File: src/rtl/fracn_pkg.sv
package fracn_pkg;
    typedef enum logic [0:0] {
        ST_PRIME = 1'b0,
        ST_RUN   = 1'b1
    } div_state_e;
endpackage

File: src/rtl/fracn_ratio_reg.sv
module fracn_ratio_reg #(
    parameter int RATIO_W    = 19,
    parameter int MIN_WORD   = 55706,
    parameter int RESET_WORD = 65536
) (
    input  logic               clk_osc,
    input  logic               rst_n,
    input  logic [RATIO_W-1:0] word_in,
    input  logic               load_in,
    input  logic               take_in,
    output logic [RATIO_W-1:0] next_word,
    output logic               reject_out
);
    localparam logic [RATIO_W-1:0] MIN_L = RATIO_W'(MIN_WORD);
    localparam logic [RATIO_W-1:0] RST_L = RATIO_W'(RESET_WORD);

    logic [RATIO_W-1:0] act_q;
    logic [RATIO_W-1:0] pend_q;
    logic               pend_v_q;
    logic               word_ok;

    assign word_ok   = (word_in >= MIN_L);
    assign next_word = pend_v_q ? pend_q : act_q;

    always_ff @(posedge clk_osc or negedge rst_n) begin
        if (!rst_n) begin
            act_q      <= RST_L;
            pend_q     <= '0;
            pend_v_q   <= 1'b0;
            reject_out <= 1'b0;
        end else begin
            reject_out <= load_in && !word_ok;
            if (take_in) begin
                act_q <= next_word;
            end
            if (load_in && word_ok) begin
                pend_q   <= word_in;
                pend_v_q <= 1'b1;
            end else if (take_in) begin
                pend_v_q <= 1'b0;
            end
        end
    end

    // a refused word leaves the pending slot untouched
    p_reject_keeps_pending_r7: assert property (@(posedge clk_osc) disable iff (!rst_n)
        (load_in && !word_ok) |=> (pend_q == $past(pend_q)));

    // the active word only moves at a boundary
    p_active_holds_r6: assert property (@(posedge clk_osc) disable iff (!rst_n)
        !take_in |=> (act_q == $past(act_q)));

    // a pending word becomes active at the boundary
    p_pending_applied_r6: assert property (@(posedge clk_osc) disable iff (!rst_n)
        (take_in && pend_v_q) |=> (act_q == $past(pend_q)));
endmodule

File: src/rtl/fracn_phase_acc.sv
module fracn_phase_acc #(
    parameter int FRAC_W = 14
) (
    input  logic              clk_osc,
    input  logic              rst_n,
    input  logic              step_in,
    input  logic [FRAC_W-1:0] frac_in,
    output logic              carry_out
);
    logic [FRAC_W-1:0] acc_q;
    logic [FRAC_W:0]   sum_w;

    assign sum_w     = {1'b0, acc_q} + {1'b0, frac_in};
    assign carry_out = sum_w[FRAC_W];

    always_ff @(posedge clk_osc or negedge rst_n) begin
        if (!rst_n) begin
            acc_q <= '0;
        end else if (step_in) begin
            acc_q <= sum_w[FRAC_W-1:0];
        end
    end

    // the accumulator only moves on a boundary step
    p_acc_steady_r4: assert property (@(posedge clk_osc) disable iff (!rst_n)
        !step_in |=> $stable(acc_q));
endmodule

File: src/rtl/fracn_mod_counter.sv
module fracn_mod_counter
    import fracn_pkg::*;
#(
    parameter int INT_W = 5
) (
    input  logic             clk_osc,
    input  logic             rst_n,
    input  logic [INT_W-1:0] int_in,
    input  logic             carry_in,
    output logic             take_out,
    output logic             pulse_out
);
    localparam int CNT_W = INT_W + 1;
    localparam logic [CNT_W-1:0] CNT_ONE = CNT_W'(1);
    localparam logic [CNT_W-1:0] CNT_MAX = CNT_W'(1 << INT_W);

    div_state_e       state_q, state_d;
    logic [CNT_W-1:0] cnt_q, cnt_d;
    logic [CNT_W-1:0] len_w;

    assign len_w = CNT_W'(int_in) + CNT_W'(carry_in);

    always_ff @(posedge clk_osc or negedge rst_n) begin
        if (!rst_n) begin
            state_q <= ST_PRIME;
            cnt_q   <= '0;
        end else begin
            state_q <= state_d;
            cnt_q   <= cnt_d;
        end
    end

    always_comb begin
        state_d   = state_q;
        cnt_d     = cnt_q;
        take_out  = 1'b0;
        pulse_out = 1'b0;
        unique case (state_q)
            ST_PRIME: begin
                take_out = 1'b1;
                cnt_d    = len_w;
                state_d  = ST_RUN;
            end
            ST_RUN: begin
                if (cnt_q == CNT_ONE) begin
                    take_out  = 1'b1;
                    pulse_out = 1'b1;
                    cnt_d     = len_w;
                end else begin
                    cnt_d = cnt_q - CNT_ONE;
                end
            end
            default: state_d = ST_PRIME;
        endcase
    end

    // the feedback pulse never lasts two cycles
    p_pulse_single_r3: assert property (@(posedge clk_osc) disable iff (!rst_n)
        pulse_out |=> !pulse_out);

    // a running counter never sits at zero
    p_count_live_r3: assert property (@(posedge clk_osc) disable iff (!rst_n)
        (state_q == ST_RUN) |-> (cnt_q != '0));

    // priming lasts exactly one cycle
    p_prime_once_r1: assert property (@(posedge clk_osc) disable iff (!rst_n)
        (state_q == ST_PRIME) |=> (state_q == ST_RUN));

    // every loaded period lies within the legal modulus span
    p_len_bounds_r3: assert property (@(posedge clk_osc) disable iff (!rst_n)
        take_out |=> (cnt_q >= CNT_W'(3) && cnt_q <= CNT_MAX));
endmodule

File: src/rtl/fracn_fb_divider.sv
module fracn_fb_divider #(
    parameter int INT_W      = 5,
    parameter int FRAC_W     = 14,
    parameter int MIN_WORD   = 55706,
    parameter int RESET_WORD = 65536
) (
    input  logic                    clk_osc,
    input  logic                    rst_n,
    input  logic [INT_W+FRAC_W-1:0] ratio_word,
    input  logic                    ratio_load,
    output logic                    fb_pulse,
    output logic                    ratio_reject
);
    localparam int RATIO_W = INT_W + FRAC_W;

    logic [RATIO_W-1:0] sel_word;
    logic               take_w;
    logic               carry_w;

    fracn_ratio_reg #(
        .RATIO_W   (RATIO_W),
        .MIN_WORD  (MIN_WORD),
        .RESET_WORD(RESET_WORD)
    ) u_ratio (
        .clk_osc   (clk_osc),
        .rst_n     (rst_n),
        .word_in   (ratio_word),
        .load_in   (ratio_load),
        .take_in   (take_w),
        .next_word (sel_word),
        .reject_out(ratio_reject)
    );

    fracn_phase_acc #(
        .FRAC_W(FRAC_W)
    ) u_acc (
        .clk_osc  (clk_osc),
        .rst_n    (rst_n),
        .step_in  (take_w),
        .frac_in  (sel_word[FRAC_W-1:0]),
        .carry_out(carry_w)
    );

    fracn_mod_counter #(
        .INT_W(INT_W)
    ) u_cnt (
        .clk_osc  (clk_osc),
        .rst_n    (rst_n),
        .int_in   (sel_word[RATIO_W-1:FRAC_W]),
        .carry_in (carry_w),
        .take_out (take_w),
        .pulse_out(fb_pulse)
    );
endmodule

File: config.mk
export PLATFORM = sky130hd
export DESIGN_NAME = fracn_fb_divider
export DESIGN_NICKNAME = d
export VERILOG_FILES = /design/src/rtl/fracn_pkg.sv /design/src/rtl/fracn_ratio_reg.sv /design/src/rtl/fracn_phase_acc.sv /design/src/rtl/fracn_mod_counter.sv /design/src/rtl/fracn_fb_divider.sv
export SDC_FILE = /design/constraint.sdc
export NUM_CORES = 1
export LEC_CHECK = 0
export BUFFER_PORTS_ARGS = -buffer_cell sky130_fd_sc_hd__buf_2
export CORE_MARGIN = 8
export CORE_UTILIZATION = 60
export DETAILED_ROUTE_END_ITERATION = 8
export HOLD_SLACK_MARGIN = 0.1
export PLACE_DENSITY = 0.79
export SLEW_MARGIN = 0
export SYNTH_ARGS = -nofsm -noshare
export SYNTH_HDL_FRONTEND = slang
export SYNTH_HIERARCHICAL = 1
export SYNTH_SLANG_ARGS = --single-unit
File: constraint.sdc
create_clock -name clk_osc -period 5.4 [get_ports clk_osc]
set_clock_uncertainty 0.05 [all_clocks]
set_input_delay 1.62 -clock clk_osc [delete_from_list [all_inputs] [get_ports clk_osc]]
set_output_delay 1.62 -clock clk_osc [all_outputs]
set_load 0.05 [all_outputs]
After elaboration in Yosys (flattened, before gate mapping). Cells that the tools add are included.

Flip-flop bits (word level): 61. Bits of input ports: 22. Output and inout bits: 2.

Add/subtract/negate cells: 3. Order comparisons: 1. Equality and inequality tests: 1. Muxes and demuxes: 8. Bitwise operators: 1. Reduce and logical (&&, ||, !) cells: 4.

Operator list (count): 19-bit by 16-bit greater-or-equal comparator with 1-bit output, second input constant (1); 19-bit 2-to-1 mux (1); 14-bit by 14-bit adder with 15-bit output (1); 6-bit one-hot mux with 2 select lines (1); 5-bit by 1-bit adder with 6-bit output (1); 6-bit by 1-bit equality test with 1-bit output, second input constant (1); 6-bit 2-to-1 mux (1); 6-bit by 1-bit subtractor with 6-bit output, second input constant (1); 1-bit 2-to-1 mux (4); 1-bit logical AND (2); 1-bit one-hot mux with 2 select lines (1); 2-bit nonzero test (1); 1-bit logical NOT (1); 1-bit NOT (1).

Depth between registers and ports, before layout.
Word-level depth: 5. Mapped depth: 15. Gate-level depth less buffers: 14.

Modules after synthesis. Netlist, hierarchy kept.

By module, submodules not included: fracn_ratio_reg (times used 1, cells each 163, area each 1853.0 um^2, sequential area each 1002.2 um^2); fracn_phase_acc (times used 1, cells each 122, area each 1166.1 um^2, sequential area each 350.3 um^2); fracn_mod_counter (times used 1, cells each 42, area each 459.2 um^2, sequential area each 175.2 um^2).

Worst setup path before layout. OpenSTA, ideal clock, no wires.

Path type: register to register. Start point: register u_ratio.pend_v_q. End point: register u_cnt.cnt_q[4]. Setup time: 133 ps. Arrival: 3406 ps. Data required time: 5217 ps. Slack: 1811 ps. Stages on the path, launching flop included: 16. Buffers on the path: 1. Cells stage by stage: dfrtp_1 > clkbuf_1 > mux2_2 > ha_1 > fa_1 > a21oi_1 > nor2b_1 > a311o_1 > o211ai_1 > o21ai_0 > a21o_1 > ha_1 > ha_1 > nand3_1 > xor2_1 > mux2i_1.

Longest elaborated chain between the ends: 5.

Ends and longest elaborated chain: start: declaration (line fracn_ratio_reg.sv:19) `logic pend_v_q;`; start signal: assignment (line fracn_ratio_reg.sv:29) `pend_v_q <= 1'b0;`; start signal: assignment (line fracn_ratio_reg.sv:38) `pend_v_q <= 1'b1;`; start signal: assignment (line fracn_ratio_reg.sv:40) `pend_v_q <= 1'b0;`; 19-bit 2-to-1 mux (*) (line fracn_ratio_reg.sv:23) `assign next_word = pend_v_q ? pend_q : act_q;`; net sel_word[0] (line fracn_fb_divider.sv:16) `logic [RATIO_W-1:0] sel_word;`; 14-bit by 14-bit adder with 15-bit output (*) (line fracn_phase_acc.sv:13) `assign sum_w = {1'b0, acc_q} + {1'b0, frac_in};`; net carry_w (line fracn_fb_divider.sv:18) `logic carry_w;`; 5-bit by 1-bit adder with 6-bit output (*) (line fracn_mod_counter.sv:21) `assign len_w = CNT_W'(int_in) + CNT_W'(carry_in);`; 6-bit 2-to-1 mux (line fracn_mod_counter.sv:45) `if (cnt_q == CNT_ONE) begin`; 6-bit one-hot mux with 2 select lines (*) (line fracn_mod_counter.sv:38) `unique case (state_q)`; net u_cnt.cnt_d[4] (line fracn_mod_counter.sv:18) `logic [CNT_W-1:0] cnt_q, cnt_d;`; end signal: assignment (line fracn_mod_counter.sv:29) `cnt_q <= cnt_d;`; end: declaration (line fracn_mod_counter.sv:18).

The timed path passes the listed nets; every way through them passes the cells marked *. A chain may end at the register's enable or synchronous reset.

Worst setup path in the final report. Ends and elaborated chain as after synthesis.

==> flow_metrics.env <==
export IMPL_via_per_inst=5.660
export IMPL_placed_area_sq_mm=0.003645
export IMPL_synth_seq_cells=61
export IMPL_syn_area_sq_mm=0.003478
export IMPL_initial_utilization_pct=62.78
export IMPL_grt_pass1_vias=2547
export IMPL_drive_above_1_share_pct=26.89
export IMPL_vias=2428
export IMPL_drt_wl_total_mm=6.975
export IMPL_dieArea_sq_mm=0.008490
export IMPL_final_cell_area_sq_mm=0.003829
export IMPL_setup_ws_ns=1.857
export IMPL_die_y_um=92.14
export IMPL_diodes=0
export IMPL_slew_limit_headroom_pct=54.80
export IMPL_reg2reg_depth=14
export IMPL_netlist_instances=327
export IMPL_syn2layout_area_growth_pct=10.07
export IMPL_crit_buf_inv=1
export IMPL_path_cells="buf_4, mux2_2, ha_1, a21oi_1, nor2b_1, a311o_1, o211ai_1, o21ai_0, a21o_1, ha_1, ha_1, nand3_1, xor2_1, mux2i_1"
export IMPL_cts_sink_count=61
export IMPL_fin_crit_sh_pct=65.61
export IMPL_cts_resized=0
export IMPL_crit_required_ns=5.55
export IMPL_r2r_slack_ns=1.86
export IMPL_grt_max_degree=39
export IMPL_cts_root_buffer="clkbuf_8"
export IMPL_cts_buffer_depth=2
export IMPL_final_common_cell="nor2_1"
export IMPL_p_per_area_mw_per_mm2=537.1
export IMPL_crit_top_cell="ha_1"
export IMPL_slew_viol_final=0
export IMPL_grt_setup_unrepaired="no"
export IMPL_crit_start="u_ratio/pend_v_q"
export IMPL_track_usage_pct=17.83
export IMPL_irDropWorstVdd_v=0.0003652
export IMPL_worst_path_max_delay_cell="mux2_2"
export IMPL_clk_latency_ns=0.34
export IMPL_ys_seq_area_share_pct=43.92
export IMPL_antenna_found_initial=0
export IMPL_status="finished clean"
export IMPL_ys_warn_count=6
export IMPL_finalSetupViolCount=0
export IMPL_rows=27
export IMPL_io_buffers=23
export IMPL_syn_avg_cell_area_sq_um=10.64
export IMPL_holdWs_ns=0.4560
export IMPL_synth_nets=368
export IMPL_cts_tree="built"
export IMPL_critPathCaptureType="flip-flop"
export IMPL_dp_slack_ns=1.877
export IMPL_nets=393
export IMPL_hold_path_class="reg2reg"
export IMPL_multiInputGateArea_sq_mm=0.001852
export IMPL_min_delay_start="u_acc/acc_q[11]"
export IMPL_die_w_um=92.14
export IMPL_core_sq_mm=0.005540
export IMPL_start_kind="flip-flop"
export IMPL_grt_pass1_wl_mm=12.13
export IMPL_crit_arrival_ns=3.69
export IMPL_clock_fmax_mhz=282.3
export IMPL_register_area_sq_mm=0.001528
export IMPL_cts_hold_buf=0
export IMPL_dp_final_hpwl_mm=4.994
export IMPL_io_pins=24
export IMPL_hold_path_end="u_acc/acc_q[11]"
export IMPL_clkTransAtPathRegs_ns=0.07
export IMPL_yosysUniqueCellTypes=49
export IMPL_drc=0
export IMPL_worst_pin_slew_ns=0.6780
export IMPL_drtIter0Drc=119
export IMPL_htreeDepth=3
export IMPL_r2r_start="u_ratio/pend_v_q"
export IMPL_path_delay_family="compound AO/OA/AOI/OAI gates"
export IMPL_routabilityCongestion=0.8833
export IMPL_n_fill_cell=415
export IMPL_crit_type="reg2reg"
export IMPL_grt_ovfl_total=0
export IMPL_drt_pass1_iterations=4
export IMPL_hold_depth=2
export IMPL_maxCapViolCount=0
export IMPL_ant_nets=0
export IMPL_numCtsBuffers=9
export IMPL_r2r_end="u_cnt/cnt_q[4]"
export IMPL_wire_per_inst_um=16.26
export IMPL_hold_violations=0
export IMPL_slowest_delay_ns=0.39
export IMPL_fin_crit_ns=3.543
export IMPL_layout_common_cells="nor2_1 (67), dfrtp_1 (60), mux2_2 (29), buf_2 (23), ha_1 (18)"
export IMPL_cts_setup_buffers=0
export IMPL_leakagePower_nw=1.742
export IMPL_fin_tns_setup_ns=0
export IMPL_cp_max_fo=18
-- registers in the layout (all words and copies together), names as in the netlist --
signal,flops
u_acc/acc_q,14
u_cnt/cnt_q,6
u_cnt/state_q,1
u_ratio/act_q,19
u_ratio/pend_q,19
u_ratio/pend_v_q,1
u_ratio/reject_out,1
-- worst max-delay path by stage --
stage | end | slack [ns] | cells past startpoint
2_1_floorplan | u_cnt/cnt_q[4] | 1.81 | 15
3_3_place_gp | u_cnt/cnt_q[4] | 1.95 | 14
3_5_place_dp | u_cnt/cnt_q[4] | 1.88 | 14
4_1_cts | u_cnt/cnt_q[4] | 1.86 | 14
5_1_grt | u_cnt/cnt_q[4] | 1.64 | 14
6_report | u_cnt/cnt_q[4] | 1.86 | 14
-- metal layers --
layer / track usage, % / vias up / wire length [um]
li1: - / 1189 / -
met1: 21.94 / 1180 / 3178
met2: 28.67 / 43 / 3281
met3: 4.808 / 16 / 339
met4: 7.919 / 0 / 174
met5: 0 / - / 0
-- where the power goes --
part / internal [W] / switching (W)
sequential: 0.000599 / 0.0000915
combinational: 0.000490 / 0.000505
clock: 0.000172 / 0.000198
total: 0.00126 / 0.000795
-- tightest hold or removal path, stage by stage, from the launching register on --
cell and delay [ns]:
dfrtp_1 0.36, nand2b_1 0.06, nand3_1 0.06
-- metrics by stage --
stage / instances / util (%) / total power (W)
final: 429 / 69.11 / 0.002056
after global routing: 429 / 69.11 / 0.002230
after CTS: 429 / 69.11 / 0.002068
after detailed placement: 413 / 65.79 / 0.001680
after global placement: 413 / 65.79 / 0.001638
after floorplan: 327 / - / 0.001485
-- cells in the mapped netlist (all sizes together) --
cell type	n	area, sq um
o21ai	10	61.31
and2b	1	7.510
mux2	46	581.8
nand2b	3	18.77
buf	3	27.52
a31oi	4	31.28
a211oi	2	15.01
fa	1	20.02
inv	10	37.54
a2bb2oi	1	8.760
o211ai	2	15.01
o21a	1	7.510
a31o	2	17.52
xnor2	12	105.1
ha	18	225.2
and4	1	8.760
nand4b	1	8.760
or3	2	17.52
o41a	1	11.26
nor2b	4	25.02
a21oi	12	63.81
and3	5	36.28
a311o	2	20.02
dfrtp	60	1501
nor2	67	251.5
nor3	6	30.03
dfstp	1	26.28
a2111o	1	11.26
conb	1	3.750
a221oi	1	8.760
nor4	2	12.51
a21o	3	22.52
o211a	1	10.01
clkbuf	9	33.78
a311oi	1	8.760
nand3	4	20.02
mux2i	6	60.06
nand2	13	48.80
o21bai	1	7.510
xor2	4	35.03
nor3b	2	15.01
-- logic make-up after synthesis --
| family | count (synthesis) | share of synthesized area, % |
|---|---|---|
| multiplexers | 52 | 18.45 |
| XOR/XNOR | 16 | 4.029 |
| buffers and inverters | 22 | 2.842 |
| other | 1 | 0.1078 |
| flip-flops | 61 | 43.92 |
| AND/OR/NAND/NOR | 111 | 14.39 |
| AO/OA/AOI/OAI | 45 | 9.209 |
| adder cells (fa/ha/maj) | 19 | 7.050 |
-- layout make-up --
type | count | area share (%)
Multi-Input combinational cell | 244 | 48.37
Sequential cell | 61 | 39.90
Timing Repair Buffer | 26 | 3.595
Clock buffer | 9 | 3.235
Tap cell | 72 | 2.353
Clock inverter | 7 | 1.569
Inverter | 10 | 0.9804
Note: power is estimated with default switching activity, not from simulation.
